==> src/rtl/slob_pkg.sv <==
package slob_pkg;
  localparam int unsigned NULL_TAG = 0;

  // distance of a slot from the oldest slot in a ring of depth entries
  function automatic int unsigned slot_age(int unsigned slot, int unsigned head,
                                           int unsigned depth);
    return (slot + depth - head) % depth;
  endfunction
endpackage

==> src/rtl/slob_entry.sv <==
module slob_entry #(
  parameter int ADDR_W = 32,
  parameter int TAG_W  = 3
) (
  input  logic              clk_i,
  input  logic              rst_ni,
  input  logic              wr_i,
  input  logic [ADDR_W-1:0] wr_addr_i,
  input  logic              wr_acq_i,
  input  logic [TAG_W-1:0]  wr_tag_i,
  input  logic              drop_i,
  input  logic              done_i,
  input  logic              st_v_i,
  input  logic [TAG_W-1:0]  st_tag_i,
  input  logic [ADDR_W-1:0] snoop_addr_i,
  output logic              valid_o,
  output logic [ADDR_W-1:0] addr_o,
  output logic              acq_o,
  output logic              done_o,
  output logic [TAG_W-1:0]  tag_o,
  output logic              hit_o
);
  logic              valid_q, acq_q, done_q;
  logic [ADDR_W-1:0] addr_q;
  logic [TAG_W-1:0]  tag_q;

  always_ff @(posedge clk_i or negedge rst_ni) begin
    if (!rst_ni) begin
      valid_q <= 1'b0;
      addr_q  <= '0;
      acq_q   <= 1'b0;
      done_q  <= 1'b0;
      tag_q   <= '0;
    end else if (drop_i) begin
      valid_q <= 1'b0;
    end else if (wr_i) begin
      valid_q <= 1'b1;
      addr_q  <= wr_addr_i;
      acq_q   <= wr_acq_i;
      done_q  <= 1'b0;
      // store finishing in the allocation cycle frees the new load at once
      tag_q   <= (st_v_i && st_tag_i == wr_tag_i) ? TAG_W'(slob_pkg::NULL_TAG) : wr_tag_i;
    end else if (valid_q) begin
      if (done_i) done_q <= 1'b1;
      if (st_v_i && tag_q == st_tag_i) tag_q <= TAG_W'(slob_pkg::NULL_TAG);
    end
  end

  assign valid_o = valid_q;
  assign addr_o  = addr_q;
  assign acq_o   = acq_q;
  assign done_o  = done_q;
  assign tag_o   = tag_q;
  assign hit_o   = valid_q && (addr_q == snoop_addr_i);
endmodule

==> src/rtl/slob_oldest_pick.sv <==
module slob_oldest_pick #(
  parameter int DEPTH = 8,
  parameter int IDX_W = 3
) (
  input  logic [DEPTH-1:0] cand_i,
  input  logic [IDX_W-1:0] head_i,
  output logic             found_o,
  output logic [IDX_W-1:0] idx_o
);
  logic [IDX_W-1:0] slot;

  // scan youngest to oldest so the oldest hit wins
  always_comb begin
    found_o = 1'b0;
    idx_o   = '0;
    slot    = '0;
    for (int k = DEPTH - 1; k >= 0; k--) begin
      slot = head_i + IDX_W'(k);
      if (cand_i[slot]) begin
        found_o = 1'b1;
        idx_o   = slot;
      end
    end
  end
endmodule

==> src/rtl/spec_load_buf.sv <==
module spec_load_buf #(
  parameter int DEPTH  = 8,
  parameter int ADDR_W = 32,
  parameter int TAG_W  = 3,
  localparam int IDX_W = $clog2(DEPTH)
) (
  input  logic              clk_i,
  input  logic              rst_ni,
  input  logic              sc_mode_i,
  input  logic              alloc_valid_i,
  input  logic [ADDR_W-1:0] alloc_addr_i,
  input  logic              alloc_acq_i,
  input  logic [TAG_W-1:0]  alloc_tag_i,
  output logic              alloc_ready_o,
  output logic [IDX_W-1:0]  alloc_idx_o,
  input  logic              done_valid_i,
  input  logic [IDX_W-1:0]  done_idx_i,
  input  logic              st_done_valid_i,
  input  logic [TAG_W-1:0]  st_done_tag_i,
  input  logic              snoop_valid_i,
  input  logic [ADDR_W-1:0] snoop_addr_i,
  input  logic              flush_valid_i,
  input  logic [IDX_W-1:0]  flush_idx_i,
  output logic              retire_valid_o,
  output logic [ADDR_W-1:0] retire_addr_o,
  output logic              viol_valid_o,
  output logic [IDX_W-1:0]  viol_idx_o,
  output logic              full_o,
  output logic              empty_o
);
  localparam int CNT_W = IDX_W + 1;

  logic [IDX_W-1:0]  head_q, tail_q;
  logic [CNT_W-1:0]  count_q;
  logic [DEPTH-1:0]  ent_valid, ent_acq, ent_done, ent_hit;
  logic [DEPTH-1:0]  ent_wr, ent_drop, ent_cand;
  logic [ADDR_W-1:0] ent_addr [DEPTH];
  logic [TAG_W-1:0]  ent_tag  [DEPTH];
  logic              alloc_fire, flush_ok, head_ok, retire_fire, pick_found;
  logic [IDX_W-1:0]  flush_age, pick_idx;
  logic              viol_q;
  logic [IDX_W-1:0]  viol_idx_q;

  assign full_o        = (count_q == CNT_W'(DEPTH));
  assign empty_o       = (count_q == '0);
  assign alloc_ready_o = !full_o && !flush_valid_i;
  assign alloc_idx_o   = tail_q;
  assign alloc_fire    = alloc_valid_i && alloc_ready_o;

  assign flush_ok  = flush_valid_i && ent_valid[flush_idx_i];
  assign flush_age = IDX_W'(slob_pkg::slot_age(32'(flush_idx_i), 32'(head_q), DEPTH));

  assign head_ok = ent_valid[head_q] && (ent_tag[head_q] == TAG_W'(slob_pkg::NULL_TAG)) &&
                   (!ent_acq[head_q] || ent_done[head_q]);
  assign retire_fire    = head_ok && !(flush_ok && flush_idx_i == head_q);
  assign retire_valid_o = retire_fire;
  assign retire_addr_o  = ent_addr[head_q];

  for (genvar i = 0; i < DEPTH; i++) begin : g_slot
    logic [IDX_W-1:0] age;
    logic             kill, pop;
    assign age         = IDX_W'(slob_pkg::slot_age(i, 32'(head_q), DEPTH));
    assign kill        = flush_ok && (age >= flush_age);
    assign pop         = retire_fire && (head_q == IDX_W'(i));
    assign ent_drop[i] = kill || pop;
    assign ent_wr[i]   = alloc_fire && (tail_q == IDX_W'(i));
    assign ent_cand[i] = snoop_valid_i && ent_hit[i] && !ent_drop[i];

    slob_entry #(.ADDR_W(ADDR_W), .TAG_W(TAG_W)) i_entry (
      .clk_i        (clk_i),
      .rst_ni       (rst_ni),
      .wr_i         (ent_wr[i]),
      .wr_addr_i    (alloc_addr_i),
      .wr_acq_i     (alloc_acq_i || sc_mode_i),
      .wr_tag_i     (alloc_tag_i),
      .drop_i       (ent_drop[i]),
      .done_i       (done_valid_i && done_idx_i == IDX_W'(i)),
      .st_v_i       (st_done_valid_i),
      .st_tag_i     (st_done_tag_i),
      .snoop_addr_i (snoop_addr_i),
      .valid_o      (ent_valid[i]),
      .addr_o       (ent_addr[i]),
      .acq_o        (ent_acq[i]),
      .done_o       (ent_done[i]),
      .tag_o        (ent_tag[i]),
      .hit_o        (ent_hit[i])
    );
  end

  slob_oldest_pick #(.DEPTH(DEPTH), .IDX_W(IDX_W)) i_pick (
    .cand_i  (ent_cand),
    .head_i  (head_q),
    .found_o (pick_found),
    .idx_o   (pick_idx)
  );

  always_ff @(posedge clk_i or negedge rst_ni) begin
    if (!rst_ni) begin
      head_q     <= '0;
      tail_q     <= '0;
      count_q    <= '0;
      viol_q     <= 1'b0;
      viol_idx_q <= '0;
    end else begin
      viol_q     <= pick_found;
      viol_idx_q <= pick_idx;
      head_q     <= head_q + IDX_W'(retire_fire);
      if (flush_ok) begin
        tail_q  <= flush_idx_i;
        count_q <= {1'b0, flush_age} - CNT_W'(retire_fire);
      end else begin
        tail_q  <= tail_q + IDX_W'(alloc_fire);
        count_q <= count_q + CNT_W'(alloc_fire) - CNT_W'(retire_fire);
      end
    end
  end

  assign viol_valid_o = viol_q;
  assign viol_idx_o   = viol_idx_q;
endmodule

==> config.mk <==
export PLATFORM = sky130hd
export DESIGN_NAME = spec_load_buf
export DESIGN_NICKNAME = d
export VERILOG_FILES = /design/src/rtl/slob_pkg.sv /design/src/rtl/slob_entry.sv /design/src/rtl/slob_oldest_pick.sv /design/src/rtl/spec_load_buf.sv
export SDC_FILE = /design/constraint.sdc
export NUM_CORES = 1
export LEC_CHECK = 0
export BUFFER_PORTS_ARGS = -buffer_cell sky130_fd_sc_hd__buf_2
export CORE_MARGIN = 3
export CORE_UTILIZATION = 66
export CTS_CLUSTER_DIAMETER = 200
export DETAILED_ROUTE_END_ITERATION = 6
export GPL_ROUTABILITY_DRIVEN = 1
export PLACE_DENSITY = 0.95
export SYNTH_ARGS = -nofsm -noshare
export SYNTH_HDL_FRONTEND = slang
export SYNTH_SLANG_ARGS = --single-unit
==> constraint.sdc <==
create_clock -name clk_i -period 12 [get_ports clk_i]
set_input_delay 0.6 -clock clk_i [delete_from_list [all_inputs] [get_ports clk_i]]
set_output_delay 0.6 -clock clk_i [all_outputs]
set_load 0.05 [all_outputs]
==> reports/results.txt, run 1 <==
status -> finished clean
YS warnings -> 0
pre-CTS setup slack -> 6.56 ns
Final setup viols -> 0
CP endpoint kind -> flop
Slew headroom -> 0.174
clk root buf -> clkbuf_16
Post-synth top cells -> dfrtp_1 (318), mux2_2 (262), xnor2_1 (207)
remaining antenna violation count after routing -> 0
DR WL/cell -> 29.6 um
vias in the first global route -> 15174
number of hold buffers added after cts -> 0
total global routing overflow -> 0
drt initial violations -> 2167
Yosys top cell area share -> 0.417
TritonCTS clock tree -> yes
sequential power share -> 0.322
final setup margin -> 6.42 ns
gp weighted congestion -> 1.02
Max Cap Viol -> 0
switching pwr -> 0.00304 W
r2r setup slk -> 6.42 ns
1st-pass router iterations -> 7
GRT Util Overall -> 0.404
FP Rows -> 61
layout cells sized above 1 -> 0.325
Fin Setup TNS -> 0 ns
htree depth -> 2
CP Launch Type -> flop
Hold WC Path Type -> in -> async
worst skew pair latency -> 0.52 ns
Combinational Power Share -> 0.511
CTS Buf Count -> 35
Pwr Density -> 318 nW/um^2
syn_area_per_cell -> 11.7 um^2
register bit total from synthesis -> 318
largest net degree at the start of global routing -> 124
depth of the worst register-to-register path -> 17
CP Max Fanout -> 44
total wire length -> 62500 um
vias -> 15071
Mapped Cells -> 1626
largest cells by area after synthesis -> dfrtp_1 (42%), mux2_2 (15%), xnor2_1 (9.5%)
initial antenna violation count -> 6
Req. time, crit path -> 12.36 ns
Die X -> 176 um
Yosys cell types -> 75
clock-pin slew on the worst setup and hold paths -> 0.06 ns
Post-synth EDFFs -> 0
P&R area growth vs syn -> 10.4%
unrepaired setup endpoints after global routing -> no
Tightest Pin Transition -> 1.24 ns
total core area -> 28200 um^2
Clock Path Buffers -> 3
fin util -> 0.749
Mapped Area -> 19100 um^2
crit path DAT -> 5.93 ns
PostCTS Resize Cnt -> 0
most common cell in the netlist -> dfrtp_1
crit path kind -> reg -> reg
Layout Skew -> 0.00982 ns
Final Net Count -> 1821
Starting Density -> 0.678
clock share of power -> 0.167
Switching Share -> 0.453
FFs w/ async S/R, synth -> 1.00
period utilisation layout -> 0.465
Int Pwr -> 0.00366 W
Max Clock Freq -> 0.179 GHz
Leak Pwr -> 8.91 nW
dpl hpwl -> 41400 um
number of vias per cell -> 7.13
first-pass GRT wire length -> 94600 um
drt drc -> 0
Ports -> 128
clock net sink count -> 318
Post-CTS Setup Bufs -> 0
Die Y -> 176 um
ys flop type -> dfrtp_1
Max Slew Vio Count -> 0
IR drop worst, VDD -> 0.000303 V
Synth area leader -> dfrtp_1
final count of hold timing violations -> 0
Die Area -> 31000 um^2
number of buffers added on ports -> 127
register area share after synthesis -> 0.417
Tmin final -> 5.58 ns
Syn Nets -> 1744
-- cell type report --
type                            instances  area [um^2]
Multi-Input combinational cell       1174        10600
Sequential cell                       318         7970
Fill cell                            1621         7080
Clock buffer                           51         1040
Timing Repair Buffer                  141          751
Tap cell                              378          473
Clock inverter                         12          149
Inverter                               33          124
Antenna cell                            7         17.5
-- logic make-up (layout without fill, tap and decap cells) --
| logic type | Yosys count | in the layout | synth area share |
|---|---|---|---|
| AND/OR/NAND/NOR | 364 | 364 | 0.0955 |
| multiplexers | 346 | 346 | 0.246 |
| flip-flops | 318 | 318 | 0.417 |
| XOR/XNOR | 291 | 291 | 0.134 |
| AO/OA/AOI/OAI | 140 | 140 | 0.0533 |
| buffers and inverters | 134 | 237 | 0.0320 |
| adder cells (fa/ha/maj) | 33 | 33 | 0.0224 |
| other | 0 | 7 | 0 |
-- routing by layer --
metal	GRT usage	vias up	part of all wire
met5	0	-	0
met4	0.261	0	0.083
met3	0.124	360	0.13
met2	0.606	1321	0.44
met1	0.512	7377	0.34
li1	-	6013	-
-- stage by stage --
stage	area, um^2	cells	total power, W	hold WS, ns
after global placement	19900	2044	0.00526	0.465
final	21100	2114	0.00670	0.175
after CTS	21100	2107	0.00658	0.244
after global routing	21100	2109	0.00695	0.245
after floorplan	19100	1626	0.00442	0.304
after detailed placement	19900	2044	0.00540	0.472
-- critical path: stages, from the launching register on --
cell and delay (ns):
dfrtp_4 0.40, buf_4 0.65, ha_1 0.35, inv_1 0.07, fa_1 0.47, inv_1 0.11
ha_1 0.31, nor2b_1 0.18, a211oi_1 0.06, a2111oi_0 0.86, nor4_1 0.23, nor2b_1 0.21
a21oi_1 0.26, mux4_2 0.37, nand3_1 0.10, or4_1 0.45, a221oi_2 0.25, a221oi_2 0.07
-- power by group through the flow --
stage / clock (W) / sequential, W / combinational [W]
final: 0.00112 / 0.00216 / 0.00342
after global routing: 0.00116 / 0.00220 / 0.00359
after CTS: 0.00112 / 0.00213 / 0.00334
after detailed placement: 0 / 0.00212 / 0.00328
after global placement: 0 / 0.00207 / 0.00319
after floorplan: 0 / 0.00197 / 0.00245
-- placed cells by master, fill, tap and decap left out, types with 11 or more instances in the layout --
cell | synthesis | layout
a21oi_1 | 27 | 27
buf_2 | 26 | 126
buf_4 | 4 | 14
clkbuf_16 | 0 | 37
dfrtp_1 | 318 | 315
ha_1 | 31 | 31
inv_1 | 32 | 32
mux2_2 | 262 | 262
mux2i_1 | 11 | 11
mux4_2 | 71 | 71
nand2_1 | 143 | 140
nand3_1 | 17 | 17
nand4_1 | 55 | 55
nor2_1 | 45 | 42
nor2b_1 | 17 | 17
nor3_1 | 23 | 23
nor4_1 | 26 | 26
o21ai_0 | 29 | 29
xnor2_1 | 207 | 207
xor2_1 | 83 | 83
-- sequential cells by signal, indices dropped and copies added, names as in the netlist --
| register | cells |
|---|---|
| alloc_idx_o | 3 |
| count_q | 4 |
| viol_idx_o | 3 |
| g_slot.i_entry.addr_o | 256 |
| head_q | 3 |
| g_slot.i_entry.acq_o | 8 |
| viol_valid_o | 1 |
| g_slot.i_entry.done_o | 8 |
| g_slot.i_entry.valid_o | 8 |
| g_slot.i_entry.tag_o | 24 |
-- worst paths after layout --
check / from / to
worst max-delay path: head_q[0] / viol_idx_o[1]
worst min-delay path: rst_ni / g_slot[0].i_entry.tag_o[2]
worst max register to register: head_q[0] / viol_idx_o[1]
worst min register to register: g_slot[5].i_entry.done_o / g_slot[5].i_entry.done_o
max in group asynchronous: rst_ni / g_slot[5].i_entry.addr_o[8]
min in group clk_i: flush_valid_i / alloc_idx_o[2]
(Power assumes the default switching activity.)
==> run 2: changes to the inputs <==
ABC_AREA = 1   (was unset)
CORE_UTILIZATION = 56   (was 66)
PLACE_DENSITY = 0.87   (was 0.95)
clock period = 4.65 ns   (was 12 ns; I/O delays follow)
==> reports/results.txt, run 2 <==
status -> finished with violations
failing checks -> DRC
hold_ws -> 0.0498 ns (-0.125 ns)
Final setup viols -> 0 (unchanged)
Post-synth EDFFs -> 0 (unchanged)
Max Cap Viol -> 0 (unchanged)
Req. time, crit path -> 5.08 ns (-7.28 ns)
highest-count cells in the layout ignoring fill and taps -> nand2_1 (766), o21ai_0 (544), dfrtp_1 (316), inv_1 (268), nor2_1 (223)
Synth area leader -> dfrtp_1
crit path DAT -> 4.31 ns (-1.62 ns)
ys flop type -> dfrtp_1
Max Clock Freq -> 0.258 GHz (+44%)
Combinational Power Share -> 0.510 (about the same)
switching pwr -> 0.00904 W (+200%)
Clock Path Buffers -> 3 (unchanged)
largest cells by area after synthesis -> dfrtp_1 (41%), nand2_1 (15%), o21ai_0 (14%)
TritonCTS clock tree -> yes
final setup margin -> 0.772 ns (-5.65 ns)
Syn Nets -> 2915 (+67%)
CP endpoint kind -> flop
Switching Share -> 0.521 (+0.0677)
r2r setup slk -> 0.77 ns (-5.65 ns)
worst skew pair latency -> 0.57 ns (+0.05 ns)
Tmin final -> 3.88 ns (-1.70 ns)
sequential power share -> 0.317 (-0.005)
IR drop worst, VDD -> 0.000739 V (+140%)
final count of hold timing violations -> 0 (unchanged)
vias in the first global route -> 19515 (+29%)
crit path kind -> reg -> reg
Mapped Area -> 19600 um^2 (+2.6%)
total core area -> 34000 um^2 (+21%)
PostCTS Resize Cnt -> 0 (unchanged)
number of flip-flops under the largest register name -> 256 (unchanged)
clock net sink count -> 318 (unchanged)
Pwr Density -> 792 nW/um^2 (+150%)
vias -> 21283 (+41%)
Crit path largest cell delay -> 0.69 ns (-0.17 ns)
drt drc -> 1 (+1)
dpl hpwl -> 60900 um (+47%)
CP Max Fanout -> 23 (-48%)
most common cell in the netlist -> nand2_1
CP cell instances -> ha_1 -> inv_1 -> fa_1 -> inv_1 -> ha_1 -> a21oi_1 -> o21ai_0 -> a21oi_1 -> nand3b_1 -> nand2_1 -> nor2_4 -> inv_1 -> o21ai_0 -> nand3_1 -> o21ai_0
1st-pass router iterations -> 7 (unchanged)
Mapped Cells -> 2797 (+72%)
drt initial violations -> 3331 (+54%)
Fin Setup TNS -> 0 ns (unchanged)
Post-synth top cells -> nand2_1 (767), o21ai_0 (544), dfrtp_1 (318)
depth of the worst register-to-register path -> 15 (-2)
syn_area_per_cell -> 7.00 um^2 (-40%)
Layout Skew -> 0.0162 ns (+0.00640 ns)
FP Rows -> 67 (+9.8%)
htree depth -> 2 (unchanged)
number of vias per cell -> 6.36 (-11%)
Yosys cell types -> 49 (-35%)
clock-pin slew on the worst setup and hold paths -> 0.07 ns (about the same)
initial antenna violation count -> 8 (+2)
YS warnings -> 0 (unchanged)
Final Net Count -> 2990 (+64%)
gp weighted congestion -> 1.10 (+8.4%)
Int Pwr -> 0.00831 W (+130%)
Die Area -> 37300 um^2 (+20%)
Ports -> 128 (unchanged)
Reg-to-Reg Start -> head_q[0]
CTS Buf Count -> 37 (+5.7%)
register area share after synthesis -> 0.406 (-0.0104)
P&R area growth vs syn -> 11.8%
GRT Util Overall -> 0.455 (+0.0509)
crit path capture -> g_slot[1].i_entry.tag_o[2]
commonest non-fill, non-tap cell in the layout -> nand2_1
period utilisation layout -> 0.834 (+0.369)
remaining antenna violation count after routing -> 0 (unchanged)
launch point of the worst path -> head_q[0]
clk root buf -> clkbuf_16
Tightest Pin Transition -> 1.07 ns (-0.168 ns)
first-pass GRT wire length -> 124000 um (+31%)
layout cells sized above 1 -> 0.0973 (-0.228)
Hold WC Path Type -> in -> reg
Max Slew Vio Count -> 0 (unchanged)
Yosys top cell area share -> 0.406 (-0.0104)
Crit-path slowest cell -> inv_1
total wire length -> 84900 um (+36%)
largest net degree at the start of global routing -> 115 (-7.3%)
Die Y -> 193 um (+9.6%)
DR WL/cell -> 25.4 um (-14%)
pre-CTS setup slack -> 0.918 ns (-5.64 ns)
clock share of power -> 0.173 (+0.006)
Slew headroom -> 0.286 (+0.112)
total global routing overflow -> 0 (unchanged)
Die X -> 193 um (+9.6%)
number of buffers added on ports -> 127 (unchanged)
CP Launch Type -> flop
unrepaired setup endpoints after global routing -> no
FFs w/ async S/R, synth -> 1.00 (unchanged)
Starting Density -> 0.575 (-0.103)
register bit total from synthesis -> 318 (unchanged)
end of the worst register-to-register path -> g_slot[1].i_entry.tag_o[2]
Leak Pwr -> 10.6 nW (+19%)
==> run 2: repair_timing <==
action	CTS	global route
hold buffers	30	0
hold endpoints to repair	168	0
setup buffers	0	0
==> run 2: cell type report <==
type,instances,area (um^2)
diodes,3,7.51
clock buffers,48,1010
clock inverters,17,206
fillers,3030,12100
inverters,290,1090
multi-input cells,2043,9870
flip-flops and latches,318,7960
well taps,448,561
repair buffers,182,1180
==> run 2: per-stage QoR <==
step | util | instances | cell area [um^2] | total power [W]
2_1_floorplan | - | 2797 | 19600 | 0.0108
3_3_place_gp | 0.599 | 3251 | 20400 | 0.0136
3_5_place_dp | 0.599 | 3251 | 20400 | 0.0139
4_1_cts | 0.643 | 3346 | 21900 | 0.0169
5_1_grt | 0.643 | 3347 | 21900 | 0.0183
6_report | 0.643 | 3349 | 21900 | 0.0174
==> run 2: power groups by stage <==
stage          sequential, W  clock, W  combinational, W
3_3_place_gp         0.00539         0           0.00824
4_1_cts              0.00541   0.00300           0.00851
2_1_floorplan        0.00495         0           0.00588
6_report             0.00549   0.00301           0.00885
3_5_place_dp         0.00543         0           0.00843
5_1_grt              0.00560   0.00312           0.00954
==> run 2: worst min-delay path by stage <==
stage                  start                            to  slack, ns  depth (start not counted)
2_1_floorplan         rst_ni                alloc_idx_o[0]      -0.06                          0
3_3_place_gp          rst_ni  g_slot[6].i_entry.addr_o[15]       0.36                          1
3_5_place_dp          rst_ni  g_slot[6].i_entry.addr_o[15]       0.38                          1
4_1_cts        done_idx_i[0]      g_slot[7].i_entry.done_o       0.03                          5
5_1_grt        done_idx_i[0]      g_slot[7].i_entry.done_o       0.08                          5
6_report       done_idx_i[0]      g_slot[7].i_entry.done_o       0.05                          5
==> run 2: worst max-delay path, delay by kind of cell, from the launching register on <==
kind | cells | cell delay [ns]
fa+ha+maj | 3 | 0.98
buf+inv | 3 | 0.87
compound gates | 5 | 0.74
flops | 1 | 0.56
simple gates | 4 | 0.56
==> run 2: kinds of logic after synthesis <==
logic type | count (synthesis) | share of synthesized area
flops | 318 | 0.406
xor+xnor | 68 | 0.0304
mux | 1 | 0.000511
buf+inv | 436 | 0.0914
compound gates | 786 | 0.211
fa+ha+maj | 33 | 0.0218
simple gates | 1155 | 0.239
==> run 2: routing by layer <==
| metal | part of all wire | GRT usage |
|---|---|---|
| met4 | 0.059 | 0.213 |
| met5 | 0.00073 | 0 |
| met2 | 0.40 | 0.635 |
| met1 | 0.38 | 0.637 |
| met3 | 0.16 | 0.157 |
